File: config.mk
export PLATFORM = sky130hd
export DESIGN_NAME = sfr_rx
export DESIGN_NICKNAME = d
export VERILOG_FILES = /design/src/rtl/sfr_pkg.sv /design/src/rtl/sfr_sync_edge.sv /design/src/rtl/sfr_bit_slot.sv /design/src/rtl/sfr_frame_asm.sv /design/src/rtl/sfr_rx.sv
export SDC_FILE = /design/constraint.sdc
export NUM_CORES = 1
export LEC_CHECK = 0
export BUFFER_PORTS_ARGS = -buffer_cell sky130_fd_sc_hd__buf_2
export CAP_MARGIN = 20
export CORE_UTILIZATION = 57
export DETAILED_ROUTE_END_ITERATION = 10
export GPL_ROUTABILITY_DRIVEN = 0
export HOLD_SLACK_MARGIN = 0.08
export PLACE_DENSITY_LB_ADDON = 0.15
export SETUP_SLACK_MARGIN = 0.4
export SLEW_MARGIN = 10
export SYNTH_ARGS = -nofsm -noshare
export SYNTH_HDL_FRONTEND = slang
export SYNTH_HIERARCHICAL = 1
export SYNTH_SLANG_ARGS = --single-unit
File: constraint.sdc
create_clock -name clk -period 2 [get_ports clk]
set_input_delay 0.4 -clock clk [delete_from_list [all_inputs] [get_ports clk]]
set_output_delay 0.4 -clock clk [all_outputs]
set_load 0.02 [all_outputs]
File: src/rtl/sfr_pkg.sv
// Package: shared frame geometry for the synchronous frame receiver.
// Assumes one start bit, one parity bit and one stop bit around the data.
package sfr_pkg;
    localparam int unsigned DATA_BITS  = 8;
    localparam int unsigned FRAME_BITS = DATA_BITS + 3;
    localparam int unsigned CNT_W      = $clog2(FRAME_BITS + 1);
endpackage

File: src/rtl/sfr_sync_edge.sv
// Module: brings the link clock and data into the system clock domain and
// reports link-clock edges. Assumes both inputs are asynchronous to clk and
// that each link-clock level lasts several clk cycles.
module sfr_sync_edge #(
    parameter int unsigned STAGES = 2
) (
    input  logic clk,
    input  logic rst_n,
    input  logic lclk_in,
    input  logic ldat_in,
    output logic lclk_rise,
    output logic lclk_fall,
    output logic ldat_sync
);
    logic [STAGES-1:0] clk_ff;
    logic [STAGES-1:0] dat_ff;
    logic              clk_prev;

    // Synchroniser chains and previous-level register for edge detection.
    always_ff @(posedge clk) begin
        if (!rst_n) begin
            clk_ff   <= '0;
            dat_ff   <= '0;
            clk_prev <= 1'b0;
        end else begin
            clk_ff   <= {clk_ff[STAGES-2:0], lclk_in};
            dat_ff   <= {dat_ff[STAGES-2:0], ldat_in};
            clk_prev <= clk_ff[STAGES-1];
        end
    end

    // Edge decode on the synchronised link clock.
    always_comb begin
        lclk_rise = clk_ff[STAGES-1] & ~clk_prev;
        lclk_fall = ~clk_ff[STAGES-1] & clk_prev;
        ldat_sync = dat_ff[STAGES-1];
    end
endmodule

File: src/rtl/sfr_bit_slot.sv
// Module: turns link-clock edges into bit slots. Captures data on rising
// edges and issues one slot per falling edge, skipping the first falling
// edge after reset since no complete slot precedes it.
module sfr_bit_slot (
    input  logic clk,
    input  logic rst_n,
    input  logic rise,
    input  logic fall,
    input  logic dat,
    output logic slot_valid,
    output logic slot_bit
);
    logic sample;
    logic seen_fall;

    // Capture on rise, emit the captured slot on every fall but the first.
    always_ff @(posedge clk) begin
        if (!rst_n) begin
            sample     <= 1'b0;
            seen_fall  <= 1'b0;
            slot_valid <= 1'b0;
            slot_bit   <= 1'b0;
        end else begin
            slot_valid <= 1'b0;
            if (rise) begin
                sample <= dat;
            end
            if (fall) begin
                seen_fall  <= 1'b1;
                slot_valid <= seen_fall;
                slot_bit   <= sample;
            end
        end
    end

    AST_SLOT_SINGLE: assert property (@(posedge clk) disable iff (!rst_n)
        slot_valid |=> !slot_valid);
    AST_FIRST_FALL_DROPPED: assert property (@(posedge clk) disable iff (!rst_n)
        slot_valid |-> $past(seen_fall));
endmodule

File: src/rtl/sfr_frame_asm.sv
// Module: assembles bit slots into parity-checked frames and detects breaks
// as runs of low slots at any alignment. Assumes slots arrive as single-cycle
// strobes; all outputs are registered single-cycle strobes.
module sfr_frame_asm
    import sfr_pkg::*;
(
    input  logic                 clk,
    input  logic                 rst_n,
    input  logic                 slot_valid,
    input  logic                 slot_bit,
    output logic                 byte_valid,
    output logic [DATA_BITS-1:0] byte_data,
    output logic                 parity_err,
    output logic                 frame_err,
    output logic                 brk
);
    localparam int unsigned SH_W = FRAME_BITS - 1;

    logic [CNT_W-1:0] zero_cnt;
    logic [CNT_W-1:0] bit_cnt;
    logic [SH_W-1:0]  shreg;
    logic             brk_pend;
    logic             zero_hit;
    logic             par_ok;

    // Break threshold reached on this slot, and parity of the finished frame.
    always_comb begin
        zero_hit = slot_valid && !slot_bit && (zero_cnt == CNT_W'(FRAME_BITS - 1));
        par_ok   = ~(^shreg[SH_W-1:1]);
    end

    // Saturating count of consecutive low slots, independent of frames.
    always_ff @(posedge clk) begin
        if (!rst_n) begin
            zero_cnt <= '0;
        end else if (slot_valid) begin
            if (slot_bit) begin
                zero_cnt <= '0;
            end else if (zero_cnt != CNT_W'(FRAME_BITS)) begin
                zero_cnt <= zero_cnt + 1'b1;
            end
        end
    end

    // Frame collection, break handling and output strobes.
    always_ff @(posedge clk) begin
        if (!rst_n) begin
            bit_cnt    <= '0;
            shreg      <= '0;
            brk_pend   <= 1'b0;
            byte_valid <= 1'b0;
            byte_data  <= '0;
            parity_err <= 1'b0;
            frame_err  <= 1'b0;
            brk        <= 1'b0;
        end else begin
            byte_valid <= 1'b0;
            parity_err <= 1'b0;
            frame_err  <= 1'b0;
            brk        <= 1'b0;
            if (slot_valid) begin
                if (brk_pend) begin
                    if (slot_bit) begin
                        brk      <= 1'b1;
                        brk_pend <= 1'b0;
                        bit_cnt  <= '0;
                    end
                end else if (zero_hit) begin
                    brk_pend <= 1'b1;
                end else if (bit_cnt == '0 && slot_bit) begin
                    bit_cnt <= '0;
                end else if (bit_cnt == CNT_W'(FRAME_BITS - 1)) begin
                    bit_cnt    <= '0;
                    byte_valid <= par_ok && slot_bit;
                    parity_err <= !par_ok;
                    frame_err  <= !slot_bit;
                    if (par_ok && slot_bit) begin
                        byte_data <= shreg[DATA_BITS:1];
                    end
                end else begin
                    shreg   <= {slot_bit, shreg[SH_W-1:1]};
                    bit_cnt <= bit_cnt + 1'b1;
                end
            end
        end
    end

    AST_BRK_AFTER_PEND: assert property (@(posedge clk) disable iff (!rst_n)
        brk |-> $past(brk_pend));
    AST_ZERO_CNT_LIMIT: assert property (@(posedge clk) disable iff (!rst_n)
        zero_cnt <= CNT_W'(FRAME_BITS));
    AST_HOLD_WHILE_PEND: assert property (@(posedge clk) disable iff (!rst_n)
        (brk_pend && $past(brk_pend)) |-> $stable(bit_cnt));
    AST_BRK_DROPS_FRAME: assert property (@(posedge clk) disable iff (!rst_n)
        brk |-> (bit_cnt == '0));
    AST_OUT_FROM_SLOT: assert property (@(posedge clk) disable iff (!rst_n)
        (byte_valid || parity_err || frame_err || brk) |-> $past(slot_valid));
    AST_VALID_SINGLE: assert property (@(posedge clk) disable iff (!rst_n)
        byte_valid |=> !byte_valid);
endmodule

File: src/rtl/sfr_rx.sv
// Module: top of the passive synchronous frame receiver. Observes the link
// clock and data line only; never drives either. Assumes link-clock phases
// span at least several system-clock cycles.
module sfr_rx
    import sfr_pkg::*;
#(
    parameter int unsigned SYNC_STAGES = 2
) (
    input  logic                 clk,
    input  logic                 rst_n,
    input  logic                 link_clk,
    input  logic                 link_dat,
    output logic                 byte_valid,
    output logic [DATA_BITS-1:0] byte_data,
    output logic                 parity_err,
    output logic                 frame_err,
    output logic                 brk
);
    logic rise_w;
    logic fall_w;
    logic dat_w;
    logic slot_v;
    logic slot_b;

    sfr_sync_edge #(.STAGES(SYNC_STAGES)) u_sync (
        .clk       (clk),
        .rst_n     (rst_n),
        .lclk_in   (link_clk),
        .ldat_in   (link_dat),
        .lclk_rise (rise_w),
        .lclk_fall (fall_w),
        .ldat_sync (dat_w)
    );

    sfr_bit_slot u_slot (
        .clk        (clk),
        .rst_n      (rst_n),
        .rise       (rise_w),
        .fall       (fall_w),
        .dat        (dat_w),
        .slot_valid (slot_v),
        .slot_bit   (slot_b)
    );

    sfr_frame_asm u_frame (
        .clk        (clk),
        .rst_n      (rst_n),
        .slot_valid (slot_v),
        .slot_bit   (slot_b),
        .byte_valid (byte_valid),
        .byte_data  (byte_data),
        .parity_err (parity_err),
        .frame_err  (frame_err),
        .brk        (brk)
    );
endmodule

==> flow_summary.ini <==
[status]
status = completed

[setup_path]
cp_data_arrival_time_ns = 2.07
cp_max_fo = 5
cp-start-kind = register
end_kind = register
required_ns = 2.27
critPathKind = reg2reg

[detailed_routing]
vias = 1221
drc = 0
ant_nets = 0
totalWireLength_um = 3060
drt_pre_antenna_iters = 4
wl_per_cell_um = 13.1
drtIter0Drc = 39
vias_per_cell = 5.24

[logic_synthesis]
yosys.cell_count.top_type = dfxtp_1
synth_commonest_cells = dfxtp_1 (39), nand2_1 (24), mux2i_1 (20)
ys_ff_latch = 39
synthArstFlopShare_pct = 0
synth_area_um2 = 1670
syn-num-nets = 178
synth.avg_cell_area_um2 = 9.89
synth_cells = 169
ys.flop_type = dfxtp_1
yosysWarnings = 6
synth.top_cells.by_area = dfxtp_1 (47%), mux2i_1 (12%), nor2b_1 (6.4%)
synth_top_area_share_pct = 46.7
synth_cell_types = 31
yosysTopAreaCell = dfxtp_1
ys_seq_area_share_pct = 46.7
synth_edf_count = 0

[floorplan]
std_cell_rows = 19
die-area_um2 = 3150
boundaryPins = 16
initial_core_util_pct = 60.6
dieWidth_um = 56.2
core_area_um2 = 2760
die_h_um = 56.2

[global_routing]
antenna_found_initial = 0
grt_util_all_layers_pct = 20.3
grt_overflow = 0
grt_pass1_vias = 1149
grt_max_degree = 37
grt_pass1_wl_um = 4970

[finish]
drive_above_1_share_pct = 33.7
diodes = 0
num-nets-final = 210
area_growth_pct = 22.0

[placed_design]
numPortBuffers = 15
dpl.hpwl_um = 1950

[clock_network]
clkSlewWorstSetupHoldPaths_ns = 0.12
clock-sinks = 39
cts_buffer_depth = 2
cts-htree-levels = 2
cts_hold_buf = 0
cts_root_buf = clkbuf_4
clk_latency_ns = 0.34
cts_tree = built
numCtsBuffers = 5

[power]
peakVddDrop_mv = 0.668
p_leak_nw = 0.797
powerDensity_nw_per_um2 = 671

[sta]
setup_viol = 0
worstMarginPinSlew_ns = 0.380
hold_ws_ns = 0.252
grt_setup_unrepaired = true
finalSetupTns_ns = 0
slew_headroom_pct = 74.7
report.final.slew_viol_count = 0
min_period_ns = 1.79
finalHoldViolations = 0
finClkSkew_ns = 0.0105
period_share_pct = 89.7
max_freq_mhz = 557

[worst_hold_path]
hold_path_class = in2reg

[flow_run]
drv_cap = 0
==> worst paths after layout <==
kind | start | end | slack, ns | depth (start not counted)
worst max-delay path | u_frame/shreg[7]$_SDFFE_PN0P_ | u_frame/byte_data[2]$_SDFFE_PN0P_ | 0.21 | 6
worst min-delay path | link_clk | u_sync/clk_ff[0]$_SDFF_PN0_ | 0.25 | 2
worst max register to register | u_frame/shreg[7]$_SDFFE_PN0P_ | u_frame/byte_data[2]$_SDFFE_PN0P_ | 0.21 | 6
worst min register to register | u_sync/clk_ff[0]$_SDFF_PN0_ | u_sync/clk_ff[1]$_SDFF_PN0_ | 0.45 | 1
==> what timing repair did <==
item	in CTS	in global routing
endpoints found under the setup margin	22	22
gates resized for setup	15	7
pin swaps	4	3
setup buffers	8	2
gates cloned	2	0
==> power by group <==
part	switching [mW]	leakage, nW	internal (mW)
sequential	0.00519	0.320	0.781
combinational	0.0171	0.429	0.0172
clock	0.252	0.0482	0.295
==> registers in the layout, summed over array words and instances, names as in the netlist, 2 cells and up <==
signal / flops
u_frame/shreg: 9
u_frame/byte_data: 8
u_frame/bit_cnt: 4
u_frame/zero_cnt: 4
u_sync/clk_ff: 2
u_sync/dat_ff: 2
==> logic make-up after synthesis <==
family | synth area share, %
adders and majority gates | 3.74
DFF | 46.7
xor gates and xnor gates | 5.01
buffers and inverters | 3.89
muxes | 12.0
AOI/OAI and AO/OA | 7.26
and+or+nand+nor | 21.4
==> per-stage QoR <==
step                      cell area [µm²]  util (%)  worst slack [ns]  total power, mW  cells
after detailed placement             1800      65.1             0.194            0.838    213
after global routing                 2040      74.0             0.111             1.41    233
after global placement               1800      65.1             0.262            0.836    213
after CTS                            1990      72.2             0.220             1.38    231
after floorplan                      1680         -             0.303            0.828    169
final                                2040      74.0             0.205             1.37    233
==> layer usage <==
metal	track usage [%]	part of all wire (%)	wire, µm	up-vias
li1	-	-	-	625
met1	23.6	44	1330	559
met2	34.0	50	1530	30
met3	6.51	4.6	140	7
met4	9.06	1.8	56	0
met5	0	0	0	-
==> critical path, stage by stage (launching register included) <==
cell and delay (ns):
dfxtp_2 0.37, xnor2_1 0.20, xnor3_1 0.37, xnor2_2 0.16, nor3b_2 0.23, buf_4 0.20
mux2i_1 0.19
==> cell type report <==
class / count / area (µm²)
clock buffer: 6 / 51.3
sequential: 39 / 796
inverter: 5 / 18.8
tap: 31 / 38.8
fill: 185 / 718
multi-input combinational: 117 / 888
clock inverter: 2 / 35.0
timing repair buffer: 33 / 211
==> layout by cell type, fill, tap and decap left out, types with 3 or more instances in the layout <==
master and instances:
mux2i_1 20, xnor2_1 4, buf_2 16, buf_4 16
nor2_1 4, dfxtp_2 6, nand3_1 3, nor3_1 4
clkbuf_4 5, nand3b_1 3, dfxtp_1 31, o21ai_0 4
nor2b_1 17, nand2_1 22, inv_1 3, and2_1 5
No activity file was read; power rests on OpenSTA's default activity.
